==> src/rtl/sram_lane_pkg.sv <==
package sram_lane_pkg;

    typedef enum logic [2:0] {
        ST_IDLE,
        ST_RD_ACCESS,
        ST_RD_RECOVER,
        ST_WR_TURN,
        ST_WR_DRIVE
    } ctl_state_t;

    function automatic int unsigned max2(input int unsigned a, input int unsigned b);
        return (a > b) ? a : b;
    endfunction

endpackage

==> src/rtl/sram_lane_timer.sv <==
module sram_lane_timer #(
    parameter int unsigned CNT_W = 2
) (
    input  logic             clk,
    input  logic             rst,
    input  logic             load,
    input  logic [CNT_W-1:0] load_val,
    output logic             done
);
    logic [CNT_W-1:0] cnt;

    always_ff @(posedge clk) begin
        if (rst)
            cnt <= '0;
        else if (load)
            cnt <= load_val;
        else if (cnt != '0)
            cnt <= cnt - 1'b1;
    end

    assign done = (cnt == '0);
endmodule

==> src/rtl/sram_lane_capture.sv <==
module sram_lane_capture #(
    parameter int unsigned LANES  = 3,
    parameter int unsigned LANE_W = 8
) (
    input  logic [LANES-1:0]        lanes,
    input  logic [LANES*LANE_W-1:0] din,
    output logic [LANES*LANE_W-1:0] dout
);
    for (genvar l = 0; l < LANES; l++) begin : g_lane
        assign dout[l*LANE_W +: LANE_W] = lanes[l] ? din[l*LANE_W +: LANE_W] : '0;
    end
endmodule

==> src/rtl/sram_lane_ctrl.sv <==
module sram_lane_ctrl
    import sram_lane_pkg::*;
#(
    parameter int unsigned ADDR_W  = 19,
    parameter int unsigned LANE_W  = 8,
    parameter int unsigned LANES   = 3,
    parameter int unsigned ACC_CYC = 2,
    parameter int unsigned WP_CYC  = 1,
    parameter int unsigned DS_CYC  = 1,
    parameter int unsigned TA_CYC  = 1
) (
    input  logic                      clk,
    input  logic                      rst,
    input  logic                      req_valid,
    output logic                      req_ready,
    input  logic                      req_write,
    input  logic [ADDR_W-1:0]         req_addr,
    input  logic [LANES*LANE_W-1:0]   req_wdata,
    input  logic [LANES-1:0]          req_lanes,
    output logic                      rsp_valid,
    output logic [LANES*LANE_W-1:0]   rsp_rdata,
    output logic [ADDR_W-1:0]         mem_addr,
    output logic [LANES-1:0]          mem_ce_n,
    output logic                      mem_we_n,
    output logic                      mem_oe_n,
    output logic [LANES*LANE_W-1:0]   mem_dq_out,
    input  logic [LANES*LANE_W-1:0]   mem_dq_in,
    output logic                      mem_dq_oe
);
    localparam int unsigned DATA_W  = LANES * LANE_W;
    localparam int unsigned WP_REM  = (WP_CYC > TA_CYC) ? (WP_CYC - TA_CYC) : 1;
    localparam int unsigned DRV_CYC = max2(DS_CYC, WP_REM);
    localparam int unsigned MAX_CYC = max2(max2(ACC_CYC, TA_CYC), DRV_CYC);
    localparam int unsigned CNT_W   = $clog2(MAX_CYC + 1);

    ctl_state_t       state, state_nxt;
    logic             tmr_load, tmr_done;
    logic [CNT_W-1:0] tmr_val;
    logic             accept, capture;
    logic [LANES-1:0] lat_lanes, lanes_use;
    logic [DATA_W-1:0] cap_data;

    sram_lane_timer #(.CNT_W(CNT_W)) timer_i (
        .clk      (clk),
        .rst      (rst),
        .load     (tmr_load),
        .load_val (tmr_val),
        .done     (tmr_done)
    );

    sram_lane_capture #(.LANES(LANES), .LANE_W(LANE_W)) capture_i (
        .lanes (lat_lanes),
        .din   (mem_dq_in),
        .dout  (cap_data)
    );

    // Next-state and timer load decode
    always_comb begin
        state_nxt = state;
        tmr_load  = 1'b0;
        tmr_val   = '0;
        accept    = 1'b0;
        capture   = 1'b0;
        unique case (state)
            ST_IDLE: begin
                if (req_valid) begin
                    accept   = 1'b1;
                    tmr_load = 1'b1;
                    if (req_write) begin
                        state_nxt = ST_WR_TURN;
                        tmr_val   = CNT_W'(TA_CYC - 1);
                    end else begin
                        state_nxt = ST_RD_ACCESS;
                        tmr_val   = CNT_W'(ACC_CYC - 1);
                    end
                end
            end
            ST_RD_ACCESS: begin
                if (tmr_done) begin
                    capture   = 1'b1;
                    tmr_load  = 1'b1;
                    tmr_val   = CNT_W'(TA_CYC - 1);
                    state_nxt = ST_RD_RECOVER;
                end
            end
            ST_RD_RECOVER: begin
                if (tmr_done)
                    state_nxt = ST_IDLE;
            end
            ST_WR_TURN: begin
                if (tmr_done) begin
                    tmr_load  = 1'b1;
                    tmr_val   = CNT_W'(DRV_CYC - 1);
                    state_nxt = ST_WR_DRIVE;
                end
            end
            ST_WR_DRIVE: begin
                if (tmr_done)
                    state_nxt = ST_IDLE;
            end
        endcase
    end

    assign lanes_use = accept ? req_lanes : lat_lanes;

    // State register
    always_ff @(posedge clk) begin
        if (rst)
            state <= ST_IDLE;
        else
            state <= state_nxt;
    end

    // Registered outputs, decoded from the next state
    always_ff @(posedge clk) begin
        if (rst) begin
            mem_ce_n   <= '1;
            mem_we_n   <= 1'b1;
            mem_oe_n   <= 1'b1;
            mem_dq_oe  <= 1'b0;
            mem_addr   <= '0;
            mem_dq_out <= '0;
            lat_lanes  <= '0;
            req_ready  <= 1'b1;
            rsp_valid  <= 1'b0;
            rsp_rdata  <= '0;
        end else begin
            if (accept) begin
                mem_addr   <= req_addr;
                mem_dq_out <= req_wdata;
                lat_lanes  <= req_lanes;
            end
            mem_ce_n  <= (state_nxt == ST_RD_ACCESS || state_nxt == ST_WR_TURN ||
                          state_nxt == ST_WR_DRIVE) ? ~lanes_use : '1;
            mem_we_n  <= !(state_nxt == ST_WR_TURN || state_nxt == ST_WR_DRIVE);
            mem_oe_n  <= !(state_nxt == ST_RD_ACCESS);
            mem_dq_oe <= (state_nxt == ST_WR_DRIVE);
            req_ready <= (state_nxt == ST_IDLE);
            rsp_valid <= capture;
            if (capture)
                rsp_rdata <= cap_data;
        end
    end
endmodule

==> config.mk <==
export PLATFORM = sky130hd
export DESIGN_NAME = sram_lane_ctrl
export DESIGN_NICKNAME = d
export VERILOG_FILES = /design/src/rtl/sram_lane_pkg.sv /design/src/rtl/sram_lane_timer.sv /design/src/rtl/sram_lane_capture.sv /design/src/rtl/sram_lane_ctrl.sv
export SDC_FILE = /design/constraint.sdc
export NUM_CORES = 1
export LEC_CHECK = 0
export ABC_CLOCK_PERIOD_IN_PS = 2800
export BUFFER_PORTS_ARGS = -buffer_cell sky130_fd_sc_hd__buf_2
export CAP_MARGIN = 40
export CORE_MARGIN = 4
export CORE_UTILIZATION = 36
export DETAILED_ROUTE_END_ITERATION = 10
export GPL_ROUTABILITY_DRIVEN = 0
export SLEW_MARGIN = 0
export SYNTH_ARGS = -nofsm -noshare
export SYNTH_HDL_FRONTEND = slang
export SYNTH_SLANG_ARGS = --single-unit
==> constraint.sdc <==
create_clock -name clk -period 2.8 [get_ports clk]
set_input_delay 0.56 -clock clk [delete_from_list [all_inputs] [get_ports clk]]
set_output_delay 0.56 -clock clk [all_outputs]
set_load 0.1 [all_outputs]
==> results.cfg, run 1 <==
[place]
portBuffers = 148
placed_area_um2 = 3784
dp_hpwl_mm = 5.501
dp_cells = 566

[finish]
design_area_um2 = 3989
drive_above_1_share_pct = 36.69
fin_nets = 547
diodes = 0
layout.cells.non_filler = 582
syn_to_final_growth_pct = 29.28

[yosys]
ys_top_cells_by_count = 97 x nand2_1, 83 x dfxtp_1, 48 x a21oi_1
avgSynthCellArea_um2 = 9.238
ys_ff_latch = 83
syn-cell-area_um2 = 3085
synth_top_area_share_pct = 53.85
synth_edf_count = 0
synth_nets = 409
synthArstFlopShare_pct = 0
yosysSeqAreaShare_pct = 53.85
synthDistinctLibCells = 35
synth.most_common_cell = nand2_1
synth_largest_area_cell = dfxtp_1
yosysWarnings = 0
syn_inst = 334
synth_area_leaders = dfxtp_1 54%, nand2_1 12%, a21oi_1 7.8%
synth_flop_cell = dfxtp_1

[timing]
finClkSkew_ns = 0.01252
finalHoldViolations = 0
period_minus_slack_ns = 1.968
tightestPinTransition_ns = 0.6473
drv_slew = 0
setup_viol = 0
fmax_ghz = 0.5081
rsz0062_at_grt = no
slew_headroom_pct = 56.84
tns_ns = 0
period_share_pct = 70.29

[worst_setup_path]
cp.depth = 3
worst-path-buf-inv = 0
critPathTopFamily = compound AO/OA/AOI/OAI gates
cp_cell_sequence = and2b_1 -> a31oi_4 -> a22o_1
worstPathRequired_ns = 3.08
ff2ff_path_depth = 3
crit_type = flop to flop
endpoint_kind = flop
startpoint_type = flop
crit_fanout = 24
r2r_slack_ns = 0.83
cp.arrival_ns = 2.25
slowest_delay_ns = 0.72
crit_slowest_cell = dfxtp_1

[floorplan]
io_pins = 149
die_h_um = 100.6
chipWidth_um = 100.6
num_rows = 33
start_util_pct = 37.36
die-area_um2 = 10120
coreArea_um2 = 8258

[drt]
wirelength_mm = 7.543
ant_nets = 0
dr.pass1.iters = 6
via_count = 2722
drc = 0
via_per_inst = 4.677
wl_per_cell_um = 12.96
drt_first_iter_violations = 84

[pwr]
p_leak_nw = 1.875
p_int_mw = 1.897
pwr-share-comb_pct = 31.2
p_clk_share_pct = 27.4
power_switching_share_pct = 40.45
power_switching_mw = 1.288
p_per_area_nw_per_um2 = 798.6
peakVddDrop_v = 0.0003412
seqPwrFrac_pct = 41.4

[clock_tree]
cts.sinks = 83
ctsResizeCount = 0
htree_levels = 3
worstSkewPairLatency_ns = 0.35
cts_buffer_depth = 2
cts-root-buf = clkbuf_8
tritoncts.num_buffers = 9
cts_tree = built
post-cts-setup-buffers = 0
cts.clk_slew.worst_paths_ns = 0.09
hold_buffers = 0

[run]
cap_violations = 0

[min_path]
hold_depth = 2
min_path_type = input pin to flop

[global_routing]
grt_pass1_wl_mm = 12.25
grt_max_degree = 36
antenna_found_initial = 0
overflow = 0
grt_usage_pct = 14.96
grt_pass1_vias = 2600

[run_status]
status = complete, no violations
[worst paths after layout]
| check | start | to |
|---|---|---|
| setup / recovery | state[2] | rsp_rdata[20] |
| hold / removal | mem_dq_in[3] | rsp_rdata[3] |
| setup reg to reg | state[2] | rsp_rdata[20] |
| hold reg to reg | mem_dq_out[16] | mem_dq_out[16] |
[state kept, by name, summed over array words and instances (netlist names), 2 cells and up]
register,cells
timer_i.cnt,2
state,3
mem_addr,19
rsp_rdata,24
lat_lanes,3
mem_ce_n,3
mem_dq_out,24
[stage by stage]
step	worst slack [ns]	util, %	hold WS (ns)	total power, mW
2_1_floorplan	1.243	-	0.4631	2.200
3_3_place_gp	0.9084	45.82	0.4391	2.341
3_5_place_dp	0.8347	45.82	0.4430	2.349
4_1_cts	0.8440	48.30	0.3911	3.232
5_1_grt	0.6545	48.30	0.4025	3.345
6_report	0.8318	48.30	0.4150	3.185
[cell type report]
cell class,instances,area [um^2]
Multi-Input combinational cell,220,1194
Tap cell,105,131.4
Clock inverter,7,81.33
Timing Repair Buffer,153,778.2
Sequential cell,83,1662
Fill cell,836,4269
Clock buffer,9,123.9
Inverter,5,18.77
[kinds of logic after synthesis]
group,Yosys count,share of synthesized area (%)
buffers and inverters,31,7.461
muxes,6,1.987
adders and majority gates,1,0.4055
and+or+nand+nor,125,17.84
AOI/OAI and AO/OA,88,18.45
DFF,83,53.85
[metal layers]
metal  wire (um)  global-route usage [%]
met5           0                       0
met4         136                   6.528
met3         624                   4.429
met2        3511                   24.30
met1        3272                   18.32
[placed cells by master, fill, tap and decap left out, drive strengths merged, types with 2 or more instances in the layout]
cell | netlist | final
and2 | 2 | 2
nand2 | 97 | 97
nand2b | 6 | 6
buf | 22 | 153
clkinv | 0 | 2
nor2b | 3 | 3
inv | 5 | 8
o21ai | 7 | 7
clkbuf | 4 | 9
dfxtp | 83 | 83
a21oi | 49 | 49
mux2i | 5 | 5
nor3 | 3 | 3
nor2 | 6 | 6
a22o | 24 | 24
a31oi | 3 | 3
or3 | 2 | 2
[power groups by stage]
stage	Combinational [mW]	Clock [mW]	Sequential [mW]
after global placement	0.996	0	1.35
final	0.994	0.872	1.32
after CTS	1.00	0.909	1.32
after global routing	1.06	0.952	1.33
after floorplan	0.341	0	1.86
after detailed placement	1.00	0	1.35
(Power assumes the default switching activity.)
==> run 2, diff against run 1 <==
Settings changed: ABC_CLOCK_PERIOD_IN_PS 2800 to 1700, PLACE_DENSITY from default to 0.67.
Clock period 2.8 ns to 1.7 ns, I/O delays scaled along.
==> run 2 against run 1 <==
  * Non-clock buffer count increased by 5
  * Design area increased by 3.0%
  * First-iteration DRC count increased by 11%
  * Worst hold slack got worse by 0.22 ns
  * Critical path type unchanged
  * Largest power group unchanged
  * Highest routed layer unchanged
==> results.cfg, run 2 (same netlist as run 1, synthesis figures left out) <==
[run_status]
status = complete, no violations

[floorplan]
coreArea_um2 = 8258
die_h_um = 100.6
num_rows = 33
io_pins = 149
chipWidth_um = 100.6
die-area_um2 = 10120
start_util_pct = 37.36

[global_routing]
grt_pass1_wl_mm = 12.90
antenna_found_initial = 0
top_usage_layer = met2
grt_pass1_vias = 2834
grt_usage_pct = 15.67
use_met3_pct = 5.467
met1_usage_pct = 18.14
use_met2_pct = 27.09
overflow = 0
grt_max_degree = 59

[finish]
final_cell_mix = 148 x buf_2, 97 x nand2_1, 82 x dfxtp_1
fin_nets = 552
nFillCells = 812
multi_input_area_um2 = 1199
seq_area_um2 = 1663
syn_to_final_growth_pct = 33.13
drive_above_1_share_pct = 37.76
diodes = 0
design_area_um2 = 4108
layout_commonest_cell = buf_2
top_regs = mem_dq_out (24), rsp_rdata (24), mem_addr (19)

[drt]
via_count = 2764
drc = 0
ant_nets = 0
wirelength_mm = 7.787
dr.pass1.iters = 4
via_per_inst = 4.709
wl_per_cell_um = 13.27
drt_first_iter_violations = 93

[worst_setup_path]
cpMostUsedCell = inv_1
ff2ff_path_depth = 7
slowest_delay_ns = 0.35
crit_fanout = 8
crit_type = flop to flop
startpoint_type = flop
endpoint_kind = flop
crit_slowest_cell = a311o_1
cp.arrival_ns = 1.81
worstPathRequired_ns = 1.93
cp_cell_sequence = inv_1 -> ha_1 -> buf_6 -> inv_1 -> o22ai_1 -> o221ai_1 -> a311o_1

[timing]
finalHoldViolations = 0
tightestPinTransition_ns = 0.5025
rsz0062_at_grt = no
tns_ns = 0
fin_ws_ns = 0.1212
setup_viol = 0
period_share_pct = 92.87
drv_slew = 0
finClkSkew_ns = 0.01138
period_minus_slack_ns = 1.579
fmax_ghz = 0.6334
slew_headroom_pct = 66.73

[clock_tree]
worstSkewPairLatency_ns = 0.34
cts_tree = built
hold_buffers = 0
cts.clk_slew.worst_paths_ns = 0.08
tritoncts.num_buffers = 9
post-cts-setup-buffers = 0
htree_levels = 3
cts-root-buf = clkbuf_8
cts.sinks = 83
cts_buffer_depth = 2

[pwr]
peakVddDrop_v = 0.0005172
p_leak_nw = 1.929
p_per_area_nw_per_um2 = 1325
p_total_mw = 5.442

[place]
dp_slack_ns = 0.09687
placed_area_um2 = 3871
portBuffers = 148
dp_hpwl_mm = 5.629

[min_path]
hold_depth = 2
min_path_type = input pin to flop

[run]
cap_violations = 0
==> run 2: critical path, delay by kind of cell (launching register included) <==
kind / cells / cell delay, ns
adders and majority gates: 1 / 0.18
buffers and inverters: 3 / 0.30
AOI/OAI and AO/OA: 3 / 0.67
DFF: 1 / 0.32
==> run 2: final timing paths <==
kind,start,endpoint,slack (ns)
worst max-delay path,timer_i.cnt[0],mem_oe_n,0.12
worst min-delay path,mem_dq_in[3],rsp_rdata[3],0.20
worst max register to register,timer_i.cnt[0],mem_oe_n,0.12
worst min register to register,mem_addr[6],mem_addr[6],0.45
==> run 2: final cells by class <==
type,instances,share of cell area (%)
clock inverters,6,2.163
inverters,5,0.4569
well taps,105,3.198
multi-input cells,220,29.18
repair buffers,158,21.17
flip-flops and latches,83,40.48
clock buffers,10,3.351
==> run 2: metrics by stage <==
stage	cells	utilization [%]	hold slack [ns]
after floorplan	334	-	0.4214
after global placement	571	46.88	0.4388
after detailed placement	571	46.88	0.4446
after CTS	587	49.62	0.1750
after global routing	587	49.74	0.1709
final	587	49.74	0.1987
==> run 2: repair_timing <==
item                       4_1_cts  5_1_grt
hold endpoints to repair         0        0
setup endpoints to repair        0       17
gates resized for setup          0        3
==> run 2: routing by layer <==
layer | wire (um) | part of all wire, %
met1 | 3208 | 41
met3 | 689 | 8.8
met2 | 3846 | 49
met4 | 42 | 0.54
met5 | 0 | 0
==> run 2: report_power, final <==
part	total, mW	switching (mW)	internal, mW
clock network	1.56	0.690	0.867
logic	1.72	1.33	0.392
registers	2.17	0.0763	2.09
total	5.44	2.09	3.35
